--- src/rtl/kbc_pkg.sv ---
// Shared constants and the status layout for the keyboard register block.
// Assumes an 8-bit bus and a single address bit for the register select.
package kbc_pkg;
    localparam int BYTE_W = 8;

    localparam logic [BYTE_W-1:0] CMD_SELFTEST = 8'hAA;
    localparam logic [BYTE_W-1:0] CMD_ENABLE   = 8'hAE;
    localparam logic [BYTE_W-1:0] CMD_SET_LED  = 8'hED;

    localparam logic ADDR_DATA = 1'b0;
    localparam logic ADDR_CTRL = 1'b1;

    // Status byte, MSB first; software decodes these positions.
    typedef struct packed {
        logic perr;
        logic tmo;
        logic aux;
        logic lock;
        logic last_cmd;
        logic sysf;
        logic ibf;
        logic obf;
    } kbc_status_t;
endpackage

--- src/rtl/kbc_cmd_ctl.sv ---
// Command decoder: holds enable, pending-LED, last-write-kind and system flag.
// Assumes cmd_wr and data_wr are never high in the same cycle.
module kbc_cmd_ctl
    import kbc_pkg::*;
(
    input  logic              clk,
    input  logic              rst_n,
    input  logic              cmd_wr,
    input  logic              data_wr,
    input  logic [BYTE_W-1:0] wdata,
    output logic              kb_en,
    output logic              last_cmd,
    output logic              sysf,
    output logic              st_go,
    output logic              arg_go
);
    logic led_wait;

    // Single-cycle strobes that the output buffer and the LED latch act on.
    always_comb begin
        st_go  = cmd_wr && (wdata == CMD_SELFTEST);
        arg_go = data_wr && led_wait;
    end

    // Track command state across bus writes.
    always_ff @(posedge clk) begin
        if (!rst_n) begin
            kb_en    <= 1'b0;
            led_wait <= 1'b0;
            last_cmd <= 1'b0;
            sysf     <= 1'b0;
        end else if (cmd_wr) begin
            last_cmd <= 1'b1;
            led_wait <= (wdata == CMD_SET_LED);
            if (wdata == CMD_ENABLE)   kb_en <= 1'b1;
            if (wdata == CMD_SELFTEST) sysf  <= 1'b1;
        end else if (data_wr) begin
            last_cmd <= 1'b0;
            led_wait <= 1'b0;
        end
    end


    cmd_flag_chk: assert property (@(posedge clk) disable iff (!rst_n)
        cmd_wr |=> last_cmd);

    data_flag_chk: assert property (@(posedge clk) disable iff (!rst_n)
        data_wr |=> !last_cmd);

    cancel_led_chk: assert property (@(posedge clk) disable iff (!rst_n)
        (cmd_wr && wdata != CMD_SET_LED) ##1 data_wr |-> !arg_go);

    sysf_sticky_chk: assert property (@(posedge clk) disable iff (!rst_n)
        sysf |=> sysf);
endmodule

--- src/rtl/kbc_obuf.sv ---
// Output buffer: data byte, output-full flag and sticky timeout flag.
// Assumes rd_data and rd_status are never high together, nor with st_go.
module kbc_obuf
    import kbc_pkg::*;
#(
    parameter logic [BYTE_W-1:0] SELFTEST_BYTE = 8'h55
) (
    input  logic              clk,
    input  logic              rst_n,
    input  logic              kb_valid,
    input  logic [BYTE_W-1:0] kb_data,
    input  logic              kb_en,
    input  logic              st_go,
    input  logic              rd_data,
    input  logic              rd_status,
    output logic [BYTE_W-1:0] data_q,
    output logic              obf,
    output logic              tmo
);
    logic offered;
    logic drop;

    // Classify the incoming scancode for this cycle.
    always_comb begin
        offered = kb_valid && kb_en;
        drop    = offered && (obf || st_go);
    end

    // Load, hold or release the buffered byte.
    always_ff @(posedge clk) begin
        if (!rst_n) begin
            data_q <= '0;
            obf    <= 1'b0;
        end else if (st_go) begin
            data_q <= SELFTEST_BYTE;
            obf    <= 1'b1;
        end else if (offered && !obf) begin
            data_q <= kb_data;
            obf    <= 1'b1;
        end else if (rd_data) begin
            obf    <= 1'b0;
        end
    end

    // Sticky timeout: set on a dropped byte, cleared by a status load.
    always_ff @(posedge clk) begin
        if (!rst_n)         tmo <= 1'b0;
        else if (drop)      tmo <= 1'b1;
        else if (rd_status) tmo <= 1'b0;
    end


    read_clears_chk: assert property (@(posedge clk) disable iff (!rst_n)
        (rd_data && obf) |=> !obf);

    status_keeps_chk: assert property (@(posedge clk) disable iff (!rst_n)
        (rd_status && obf) |=> obf);

    drop_hold_chk: assert property (@(posedge clk) disable iff (!rst_n)
        (offered && obf && !st_go) |=> ($stable(data_q) && tmo));

    disabled_chk: assert property (@(posedge clk) disable iff (!rst_n)
        (kb_valid && !kb_en && !st_go) |=> $stable(data_q));

    selftest_wins_chk: assert property (@(posedge clk) disable iff (!rst_n)
        st_go |=> (data_q == SELFTEST_BYTE && obf));
endmodule

--- src/rtl/kbc_led_latch.sv ---
// LED argument latch: captures the argument, shows input-full for one
// cycle, then updates the LED output. Assumes arg_go is a one-cycle strobe.
module kbc_led_latch #(
    parameter int LED_W = 3
) (
    input  logic             clk,
    input  logic             rst_n,
    input  logic             arg_go,
    input  logic [LED_W-1:0] arg,
    output logic             ibf,
    output logic [LED_W-1:0] led
);
    logic [LED_W-1:0] arg_q;

    // Two-step update: capture with input-full, then publish.
    always_ff @(posedge clk) begin
        if (!rst_n) begin
            arg_q <= '0;
            ibf   <= 1'b0;
            led   <= '0;
        end else begin
            ibf <= arg_go;
            if (arg_go) arg_q <= arg;
            if (ibf)    led   <= arg_q;
        end
    end


    ibf_pulse_chk: assert property (@(posedge clk) disable iff (!rst_n)
        ibf |=> !ibf);

    led_after_ibf_chk: assert property (@(posedge clk) disable iff (!rst_n)
        !$stable(led) |-> $past(ibf));

    led_value_chk: assert property (@(posedge clk) disable iff (!rst_n)
        arg_go ##1 1'b1 |=> (led == $past(arg, 2)));
endmodule

--- src/rtl/kbc_regblock.sv ---
// Keyboard controller register block: decodes bus accesses into command,
// data and status actions, and assembles the status byte.
// Assumes at most one bus access per cycle; read data is combinational.
module kbc_regblock
    import kbc_pkg::*;
#(
    parameter int                LED_W         = 3,
    parameter logic [BYTE_W-1:0] SELFTEST_BYTE = 8'h55
) (
    input  logic              clk,
    input  logic              rst_n,
    input  logic              bus_sel,
    input  logic              bus_we,
    input  logic              bus_addr,
    input  logic [BYTE_W-1:0] bus_wdata,
    output logic [BYTE_W-1:0] bus_rdata,
    input  logic              kb_valid,
    input  logic [BYTE_W-1:0] kb_data,
    output logic [LED_W-1:0]  led
);
    logic cmd_wr, data_wr, rd_data, rd_status;
    logic kb_en, last_cmd, sysf, st_go, arg_go;
    logic obf, tmo, ibf;
    logic [BYTE_W-1:0] data_q;
    kbc_status_t status;

    // Decode the single bus access into one of four actions.
    always_comb begin
        cmd_wr    = bus_sel &&  bus_we && (bus_addr == ADDR_CTRL);
        data_wr   = bus_sel &&  bus_we && (bus_addr == ADDR_DATA);
        rd_status = bus_sel && !bus_we && (bus_addr == ADDR_CTRL);
        rd_data   = bus_sel && !bus_we && (bus_addr == ADDR_DATA);
    end

    // Assemble status; unused positions read zero.
    always_comb begin
        status          = '0;
        status.tmo      = tmo;
        status.last_cmd = last_cmd;
        status.sysf     = sysf;
        status.ibf      = ibf;
        status.obf      = obf;
        bus_rdata       = (bus_addr == ADDR_CTRL) ? status : data_q;
    end

    kbc_cmd_ctl u_cmd (
        .clk(clk), .rst_n(rst_n), .cmd_wr(cmd_wr), .data_wr(data_wr),
        .wdata(bus_wdata), .kb_en(kb_en), .last_cmd(last_cmd), .sysf(sysf),
        .st_go(st_go), .arg_go(arg_go)
    );

    kbc_obuf #(.SELFTEST_BYTE(SELFTEST_BYTE)) u_obuf (
        .clk(clk), .rst_n(rst_n), .kb_valid(kb_valid), .kb_data(kb_data),
        .kb_en(kb_en), .st_go(st_go), .rd_data(rd_data),
        .rd_status(rd_status), .data_q(data_q), .obf(obf), .tmo(tmo)
    );

    kbc_led_latch #(.LED_W(LED_W)) u_led (
        .clk(clk), .rst_n(rst_n), .arg_go(arg_go),
        .arg(bus_wdata[LED_W-1:0]), .ibf(ibf), .led(led)
    );


    zero_bits_chk: assert property (@(posedge clk) disable iff (!rst_n)
        (bus_addr == ADDR_CTRL) |-> (bus_rdata[7] == 1'b0 &&
                                     bus_rdata[5:4] == 2'b00));

    led_hold_chk: assert property (@(posedge clk) disable iff (!rst_n)
        !ibf |=> $stable(led));
endmodule

--- config.mk ---
export PLATFORM = sky130hd
export DESIGN_NAME = kbc_regblock
export DESIGN_NICKNAME = d
export VERILOG_FILES = /design/src/rtl/kbc_pkg.sv /design/src/rtl/kbc_cmd_ctl.sv /design/src/rtl/kbc_obuf.sv /design/src/rtl/kbc_led_latch.sv /design/src/rtl/kbc_regblock.sv
export SDC_FILE = /design/constraint.sdc
export NUM_CORES = 1
export LEC_CHECK = 0
export ABC_AREA = 1
export CAP_MARGIN = 20
export CORE_ASPECT_RATIO = 1.1
export CORE_MARGIN = 2
export CORE_UTILIZATION = 60
export DETAILED_ROUTE_END_ITERATION = 12
export DONT_BUFFER_PORTS = 1
export GPL_ROUTABILITY_DRIVEN = 0
export HOLD_SLACK_MARGIN = 0.02
export PLACE_DENSITY = 0.79
export SLEW_MARGIN = 5
export SYNTH_ARGS = -nofsm -noshare
export SYNTH_HDL_FRONTEND = slang
export SYNTH_HIERARCHICAL = 1
export SYNTH_SLANG_ARGS = --single-unit
--- constraint.sdc ---
create_clock -name clk -period 1.3 [get_ports clk]
set_input_delay 0.13 -clock clk [delete_from_list [all_inputs] [get_ports clk]]
set_output_delay 0.13 -clock clk [all_outputs]
set_load 0.03 [all_outputs]
# ---- Yosys cells after proc, flatten, opt, wreduce, memory -nomap -nowiden
# Index checks and enable logic that the tools add are counted.
dict set report classes {
  n_mux 11
  n_eq_ne 3
  n_bitwise 2
  reduce_logical 21
}
# operator n
set ops {}
lappend ops {{$eq A8 B8 Y1 const B} 3}
lappend ops {{$mux W7} 2}
lappend ops {{$logic_and A1 B1 Y1} 11}
lappend ops {{$mux W1} 8}
lappend ops {{$mux W8} 1}
lappend ops {{$reduce_bool A2 Y1} 3}
lappend ops {{$reduce_and A2 Y1} 2}
lappend ops {{$reduce_bool A3 Y1} 1}
lappend ops {{$logic_not A1 Y1} 2}
lappend ops {{$not A1 Y1} 2}
lappend ops {{$reduce_or A2 Y1} 1}
lappend ops {{$logic_or A1 B1 Y1} 1}
dict set report totals {
  output_inout_bits 11
  wordCells 48
  inputBits 22
  regBits 21
}

# ---- Depth between registers and ports, before layout
# Gate-level depths: netlist (run 1).
dict set report logic_depth {
  word_depth 6
  depth_mapped 10
}

# ---- Modules after synthesis
# The synthesis (run 1) kept the hierarchy.
# mod instances cells_each area_each_um2 seq_area_each_um2
set modules_own_cells {}
lappend modules_own_cells {kbc_obuf 1 56 417.9 200.2}
lappend modules_own_cells {kbc_led_latch 1 39 260.2 140.1}
lappend modules_own_cells {kbc_cmd_ctl 1 37 219.0 80.1}
lappend modules_own_cells {kbc_regblock 1 30 120.1 0.0}

# ---- Least setup slack after synthesis (run 1)
# Ideal clock, no wire load.
dict set report synth_timing {
  path_kind {input-to-reg}
  from {in bus_addr}
  to {reg u_obuf.tmo}
  setup_time_ns 0.070
  arrival_time_ns 1.024
  path_stages 10
  required_ns 1.230
  setup_slack_ns 0.206
  path_buffers 0
  cell_sequence {inv_1 -> nor2_1 -> nand2_1 -> nor2_2 -> nand2_1 -> inv_1 -> inv_1 -> nand2_1 -> nand3_1 -> a21oi_1}
}
dict set report synth_via {
  elab_chain_cells 5
  word_cells_on_any_way 7
  cone_classes {mux: 1; reduce/logical: 6}
}
# item line_no
set synth_rtl {}
lappend synth_rtl {{start, declared} kbc_regblock.sv:14} ;# input logic bus_addr,
lappend synth_rtl {{$logic_and A1 B1 Y1 *} kbc_regblock.sv:29} ;# cmd_wr = bus_sel && bus_we && (bus_addr == ADDR_CTRL);
lappend synth_rtl {{via cmd_wr} kbc_regblock.sv:21} ;# logic cmd_wr, data_wr, rd_data, rd_status;
lappend synth_rtl {{$logic_and A1 B1 Y1 *} kbc_cmd_ctl.sv:21} ;# st_go = cmd_wr && (wdata == CMD_SELFTEST);
lappend synth_rtl {{via st_go} kbc_regblock.sv:22} ;# logic kb_en, last_cmd, sysf, st_go, arg_go;
lappend synth_rtl {{$logic_or A1 B1 Y1 *} kbc_obuf.sv:26} ;# drop = offered && (obf || st_go);
lappend synth_rtl {{$logic_and A1 B1 Y1 *} kbc_obuf.sv:26}
lappend synth_rtl {{$mux W1 or $reduce_bool A2 Y1 (tied branches)} --}
lappend synth_rtl {{end signal, assigned} kbc_obuf.sv:47} ;# if (!rst_n) tmo <= 1'b0;
lappend synth_rtl {{end signal, assigned} kbc_obuf.sv:48} ;# else if (drop) tmo <= 1'b1;
lappend synth_rtl {{end signal, assigned} kbc_obuf.sv:49} ;# else if (rd_status) tmo <= 1'b0;
lappend synth_rtl {{end, declared} kbc_obuf.sv:18} ;# output logic tmo
# The timed path passes the listed nets; every way through them passes the cells marked *.
# A chain may end at the register's enable or synchronous reset.

# ---- Worst setup path after layout (run 1)
dict set report layout_timing {
  from {reg u_led.ibf}
  to {out bus_rdata[1]}
}
dict set report layout_via {
  elab_chain_cells 1
}
# item line_no
set layout_rtl {}
lappend layout_rtl {{start, declared} kbc_led_latch.sv:10} ;# output logic ibf,
lappend layout_rtl {{start signal, assigned} kbc_led_latch.sv:22} ;# ibf <= arg_go;
lappend layout_rtl {{$mux W8} kbc_regblock.sv:43} ;# bus_rdata = (bus_addr == ADDR_CTRL) ? status : data_q;
lappend layout_rtl {{end, declared} kbc_regblock.sv:16} ;# output logic [BYTE_W-1:0] bus_rdata,
# No other way between the ends.

==> results of run 1 <==
worst paths after layout:
| kind | startpoint | endpoint | slack, ns | cells after the start |
|---|---|---|---|---|
| worst max-delay path | u_led/ibf | bus_rdata[1] | 0.1 | 2 |
| worst min-delay path | bus_wdata[2] | u_led/arg_q[2] | 0.03 | 4 |
| worst max register to register | u_cmd/kb_en | u_obuf/data_q[6] | 0.27 | 5 |
| worst min register to register | u_led/arg_q[1] | u_led/arg_q[1] | 0.48 | 2 |
cell usage in the layout, fill, tap and decap left out:
| master | count |
|---|---|
| buf_4 | 4 |
| clkbuf_4 | 3 |
| clkinv_2 | 2 |
| nand4_1 | 4 |
| dfxtp_1 | 21 |
| dlymetal6s4s_1 | 1 |
| o21ai_2 | 1 |
| dlygate4sd3_1 | 7 |
| nand3_1 | 8 |
| nor2_2 | 2 |
| a21oi_1 | 5 |
| o21ai_0 | 3 |
| clkinv_1 | 1 |
| inv_1 | 30 |
| nor2_1 | 32 |
| nand3_4 | 1 |
| a21oi_2 | 1 |
| inv_2 | 1 |
| nand2_1 | 50 |
critical path, delay by kind of cell, from the launching register on:
family	cells	cell delay [ns]
AND/OR/NAND/NOR	2	0.32
flip-flops	1	0.46
layout make-up:
| type | count | area share |
|---|---|---|
| clock buffers | 3 | 0.01929 |
| clock inverters | 1 | 0.004287 |
| inverters | 33 | 0.1072 |
| multi-input cells | 107 | 0.3944 |
| flip-flops and latches | 21 | 0.3601 |
| well taps | 17 | 0.01822 |
| repair buffers | 12 | 0.09646 |
cell families after synthesis:
family / count (synthesis)
simple gates: 97
buf+inv: 34
compound gates: 10
flops: 21
stage by stage:
step                      total power [W]  cells  hold WS, ns    util    TNS, ns
after global routing             0.001074    194      0.04390  0.7405  -0.003516
final                            0.001022    194      0.03500  0.7405          0
after global placement          0.0007050    182       0.2313  0.6706          0
after floorplan                 0.0007023    162       0.2276       -          0
after CTS                        0.001033    194      0.02345  0.7389          0
after detailed placement        0.0007060    182       0.2350  0.6706          0
power by group through the flow:
| stage | Clock (W) | Sequential (W) | Combinational, W |
|---|---|---|---|
| after global placement | 0 | 0.000661 | 0.0000443 |
| after floorplan | 0 | 0.000660 | 0.0000420 |
| after CTS | 0.000317 | 0.000646 | 0.0000697 |
| final | 0.000305 | 0.000646 | 0.0000710 |
| after detailed placement | 0 | 0.000661 | 0.0000454 |
| after global routing | 0.000347 | 0.000647 | 0.0000809 |
routing by layer:
layer / global-route usage / up-vias / routed length, µm
met5: 0 / - / 0
met4: 0.1091 / 0 / 15
met3: 0.05385 / 2 / 108
met2: 0.4299 / 24 / 1115
met1: 0.2654 / 441 / 920
li1: - / 510 / -
flip-flops by register name, summed over array words and instances, names as in the netlist:
register        count
u_obuf/tmo          1
u_obuf/obf          1
u_cmd/sysf          1
u_led/ibf           1
u_led/arg_q         3
u_cmd/led_wait      1
u_led/led           3
u_cmd/kb_en         1
u_obuf/data_q       8
u_cmd/last_cmd      1
repair_timing:
action / CTS / global route
setup endpoints to repair: 0 / 4
hold buffers: 8 / 0
resized for setup: 0 / 1
hold endpoints to repair: 19 / 0
==> results.tsv, run 1 <==
stage	metric	value	unit
grt	grt_max_degree	14	
grt	grt_pass1_vias	890	
critical_path	required	1.17	ns
grt	grt_pass1_wl	3.574	mm
synth	synth.distinct_cells	16	
route	drt_wl_total	2.160	mm
critical_path	cpPeakStageDelay	0.46	ns
job	maxCapViolCount	0	
synth	syn_area	1017	µm²
synth	yosys.area_share.simple	0.3961	
layout	multi_input_area	460.4	µm²
synth	synth_common_cells	50 x nand2_1, 32 x nor2_1, 30 x inv_1	
synth	synth_area_leaders	dfxtp_1 41%, nand2_1 18%, nor2_1 12%	
synth	ys.flop_type	dfxtp_1	
synth	ys_ff_latch	21	
critical_path	start_kind	flop	
die	start_util	0.6452	
clock_tree	clock_sinks	21	
synth	synthXorXnorAreaFrac	0	
grt	track_usage	0.2357	
clock_tree	cts-root-buf	clkbuf_4	
route	vias_per_cell	5.036	
clock_tree	postCtsSetupBuffers	0	
layout	regArea	420.4	µm²
synth	muxShareOfSynthArea	0	
die	die_x	43.26	µm
grt	grt_overflow_total	0	
clock_tree	clkTransAtPathRegs	0.11	ns
synth	seq_area_frac_synth	0.4133	
synth	synthAdderAreaFrac	0	
critical_path	crit_fanout	7	
critical_path	path_cells	nand2_1 > nand2_1	
route	first_pass_iters	4	
layout	drive_above_1_share	0.08475	
route	drtAntennaViolNets	0	
synth	ys_warn_count	6	
power_and_ir_drop	internal_power	0.0007917	W
timing	final_hold_viol_count	0	
power_and_ir_drop	comb_power_share	0.070	
synth	yosysTopAreaCellShare	0.4133	
clock_tree	tritoncts	yes	
timing	final_min_period_over_clock_period	0.9260	
timing	setup_ws	0.09621	ns
power_and_ir_drop	vdd_drop_max	0.7322	mV
grt	antenna_found_initial	0	
timing	fmax	830.7	MHz
critical_path	cp_data_arrival_time	1.07	ns
place	io_buffers	0	
timing	slew_headroom	0.7180	
layout	fill_cells	140	
critical_path	critPathKind	reg -> out	
die	dieArea	2041	µm²
place	place_area	1057	µm²
power_and_ir_drop	power_density	875.2	nW/µm²
power_and_ir_drop	pwr-share-clk	0.298	
synth	synth.avg_cell_area	6.279	µm²
route	first_iter_violations	19	
layout	postLayoutCellArea	1167	µm²
timing	final-setup-viol-count	0	
timing	tightest_slew	0.4230	ns
synth	synth_cells	162	
critical_path	end_kind	output pin	
power_and_ir_drop	swShare	0.2251	
synth	synth_top_cell_by_area	dfxtp_1	
clock_tree	numCtsBuffers	3	
synth	synth_compound_area_frac	0.05658	
clock_tree	htree_levels	1	
min_path	hold_class	in -> reg	
power_and_ir_drop	leakage	0.5877	nW
timing	fin_skew	0.002429	ns
clock_tree	cts_buffer_depth	2	
die	core	1577	µm²
critical_path	cpMostUsedCell	nand2_1	
timing	finalMaxSlewViolations	0	
synth	synth_edf_count	0	
route	vias	977	
synth	synthArstFlopShare	0	
layout	synthToLayoutAreaGrowth	14.76	%
layout	n_antenna_cell	0	
place	hpwlAfterDp	1.596	mm
clock_tree	clk_latency	0.29	ns
synth	synth_most_common_cell	nand2_1	
power_and_ir_drop	seqPwrFrac	0.632	
die	rows	15	
synth	syn-num-nets	184	
route	wl_per_cell	11.13	µm
die	die_y	47.19	µm
synth	synth_top_family_by_area	simple AND/OR/NAND/NOR gates	
die	io_pins	33	
power_and_ir_drop	p_switching	0.0002299	W
timing	min_period	1.204	ns
route	drc	0	
run_status	outcome	completed	
critical_path	slowest_stage	dfxtp_1	
layout	fin_nets	200	
place	pre_cts_ws	0.08607	ns
(Power assumes the default switching activity.)
==> inputs of run 2 (changes only) <==
--- a/config.mk
+++ b/config.mk
@@ -15,6 +15,7 @@
 export GPL_ROUTABILITY_DRIVEN = 0
 export HOLD_SLACK_MARGIN = 0.02
 export PLACE_DENSITY = 0.79
+export SETUP_SLACK_MARGIN = 0.2
 export SLEW_MARGIN = 5
 export SYNTH_ARGS = -nofsm -noshare
 export SYNTH_HDL_FRONTEND = slang
==> results.tsv, run 2 (same netlist as run 1, synthesis figures left out) <==
stage	metric	value	unit
route	wl_per_cell	11.65	µm
clock_tree	clk_latency	0.30	ns
timing	rsz0062_at_grt	yes	
timing	tightest_slew	0.3565	ns
min_path	hold_class	in -> reg	
clock_tree	clock_sinks	21	
timing	fin_tns_setup	0	ns
layout	fill_cells	129	
layout	fin_nets	203	
layout	final_cell_mix	45 x nand2_1, 31 x nor2_1, 30 x inv_1, 16 x dfxtp_1, 11 x dlygate4sd3_1	
critical_path	r2r_end	u_obuf/data_q[2]	
grt	grt_overflow_total	0	
route	wl_met2	1.206	mm
timing	fmax	937.9	MHz
die	dieArea	2041	µm²
critical_path	crit_fanout	2	
grt	grt_max_degree	13	
place	hpwlAfterDp	1.596	mm
place	io_buffers	0	
layout	synthToLayoutAreaGrowth	20.29	%
min_path	hold_depth	4	
critical_path	critPathKind	reg -> out	
route	vias	1003	
layout	final_common_cell	nand2_1	
route	wl_met3	122	µm
layout	reg_top3	u_obuf/data_q (8), u_led/arg_q (3), u_led/led (3)	
clock_tree	cts-root-buf	clkbuf_4	
grt	grt_pass1_wl	3.726	mm
die	die_y	47.19	µm
die	io_pins	33	
critical_path	end_kind	output pin	
critical_path	slowest_stage	dfxtp_2	
clock_tree	tritoncts	yes	
route	drc	0	
run_status	outcome	completed	
critical_path	cpPeakStageDelay	0.35	ns
power_and_ir_drop	finalPower	0.001030	W
power_and_ir_drop	leakage	0.5921	nW
timing	slew_headroom	0.7615	
layout	n_antenna_cell	0	
route	routed.top_layer	met4	
critical_path	required	1.17	ns
critical_path	cp-endpoint	bus_rdata[7]	
critical_path	cp_data_arrival_time	0.94	ns
grt	grt_pass1_vias	944	
die	start_util	0.6452	
clock_tree	postCtsSetupBuffers	0	
timing	final_hold_viol_count	0	
die	die_x	43.26	µm
layout	largest_reg_flops	8	
power_and_ir_drop	power_density	841.8	nW/µm²
place	dp.cells	182	
die	core	1577	µm²
route	drtAntennaViolNets	0	
clock_tree	clkTransAtPathRegs	0.11	ns
critical_path	start_kind	flop	
die	rows	15	
power_and_ir_drop	vdd_drop_max	0.7366	mV
route	vias_per_cell	5.091	
critical_path	r2r-start	u_obuf/obf	
layout	drive_above_1_share	0.1444	
timing	finalMaxSlewViolations	0	
timing	final-setup-viol-count	0	
job	maxCapViolCount	0	
critical_path	path_cells	inv_1 > nor2_2 > buf_4	
timing	final_min_period_over_clock_period	0.8201	
layout	stdcell_count	197	
route	wl_met1	951	µm
critical_path	r2r_slack	0.32	ns
clock_tree	numCtsBuffers	3	
timing	fin_skew	0.003098	ns
clock_tree	cts_buffer_depth	2	
critical_path	r2r.worst_path.cells	6	
route	drt_wl_total	2.295	mm
grt	track_usage	0.2471	
critical_path	crit_path_start	u_obuf/data_q[7]	
route	first_iter_violations	23	
clock_tree	htree_levels	1	
layout	top_register	u_obuf/data_q	
timing	min_period	1.066	ns
grt	antenna_found_initial	0	
route	first_pass_iters	4	
[run 2: changes by cell type in the layout (fill, tap and decap cells not counted), sizes merged]
cell          change
dlymetal6s4s      -1
dlygate4sd3       +4
[run 2: through the flow]
stage                     hold WS, ns  area, µm²  setup slack, ns    util
after floorplan                0.2276       1017           0.2063       -
after global placement         0.2313       1057           0.1874  0.6706
after detailed placement       0.2350       1057          0.08607  0.6706
after CTS                     0.02345       1200           0.2068  0.7611
after global routing          0.04347       1224           0.1753  0.7762
final                         0.03177       1224           0.2338  0.7762
[run 2: what timing repair did]
action | CTS | global route
setup endpoints to repair | 2 | 12
hold buffers | 11 | 0
gates cloned | 0 | 0
endpoints found under the hold margin | 19 | 0
resized for setup | 3 | 10
[run 2: layout make-up]
class | instances | area [µm²] | area share
multi-input combinational | 107 | 480.5 | 0.3926
timing repair buffer | 15 | 140.1 | 0.1145
inverter | 33 | 125.1 | 0.1022
tap | 17 | 21.27 | 0.01738
clock inverter | 1 | 5.005 | 0.004090
clock buffer | 3 | 22.52 | 0.01840
sequential | 21 | 429.2 | 0.3507
[run 2: how the worst min path moves through the flow]
stage                      start               end
finish              bus_wdata[2]    u_led/arg_q[2]
global route        bus_wdata[6]    u_cmd/led_wait
CTS                 bus_wdata[2]    u_led/arg_q[2]
detailed placement         rst_n  u_obuf/data_q[0]
global placement           rst_n  u_obuf/data_q[2]
floorplan                  rst_n         u_led/ibf
[run 2: worst max-delay path, delay by kind of cell (launching register included)]
family                 cells  cell delay [ns]
AND/OR/NAND/NOR            1             0.08
flip-flops                 1             0.35
buffers and inverters      2             0.21
[run 2: routing by layer]
layer,vias to the layer above,GRT usage
met5,-,0
li1,519,-
met2,24,0.4716
met1,458,0.2630
met4,0,0.1091
met3,2,0.05769
[run 2: report_power, final]
part	switching (W)	leakage, nW	internal, W
logic	0.0000395	0.402	0.0000382
registers	0.00000101	0.172	0.000643
clock network	0.000194	0.0177	0.000114
total	0.000235	0.592	0.000795
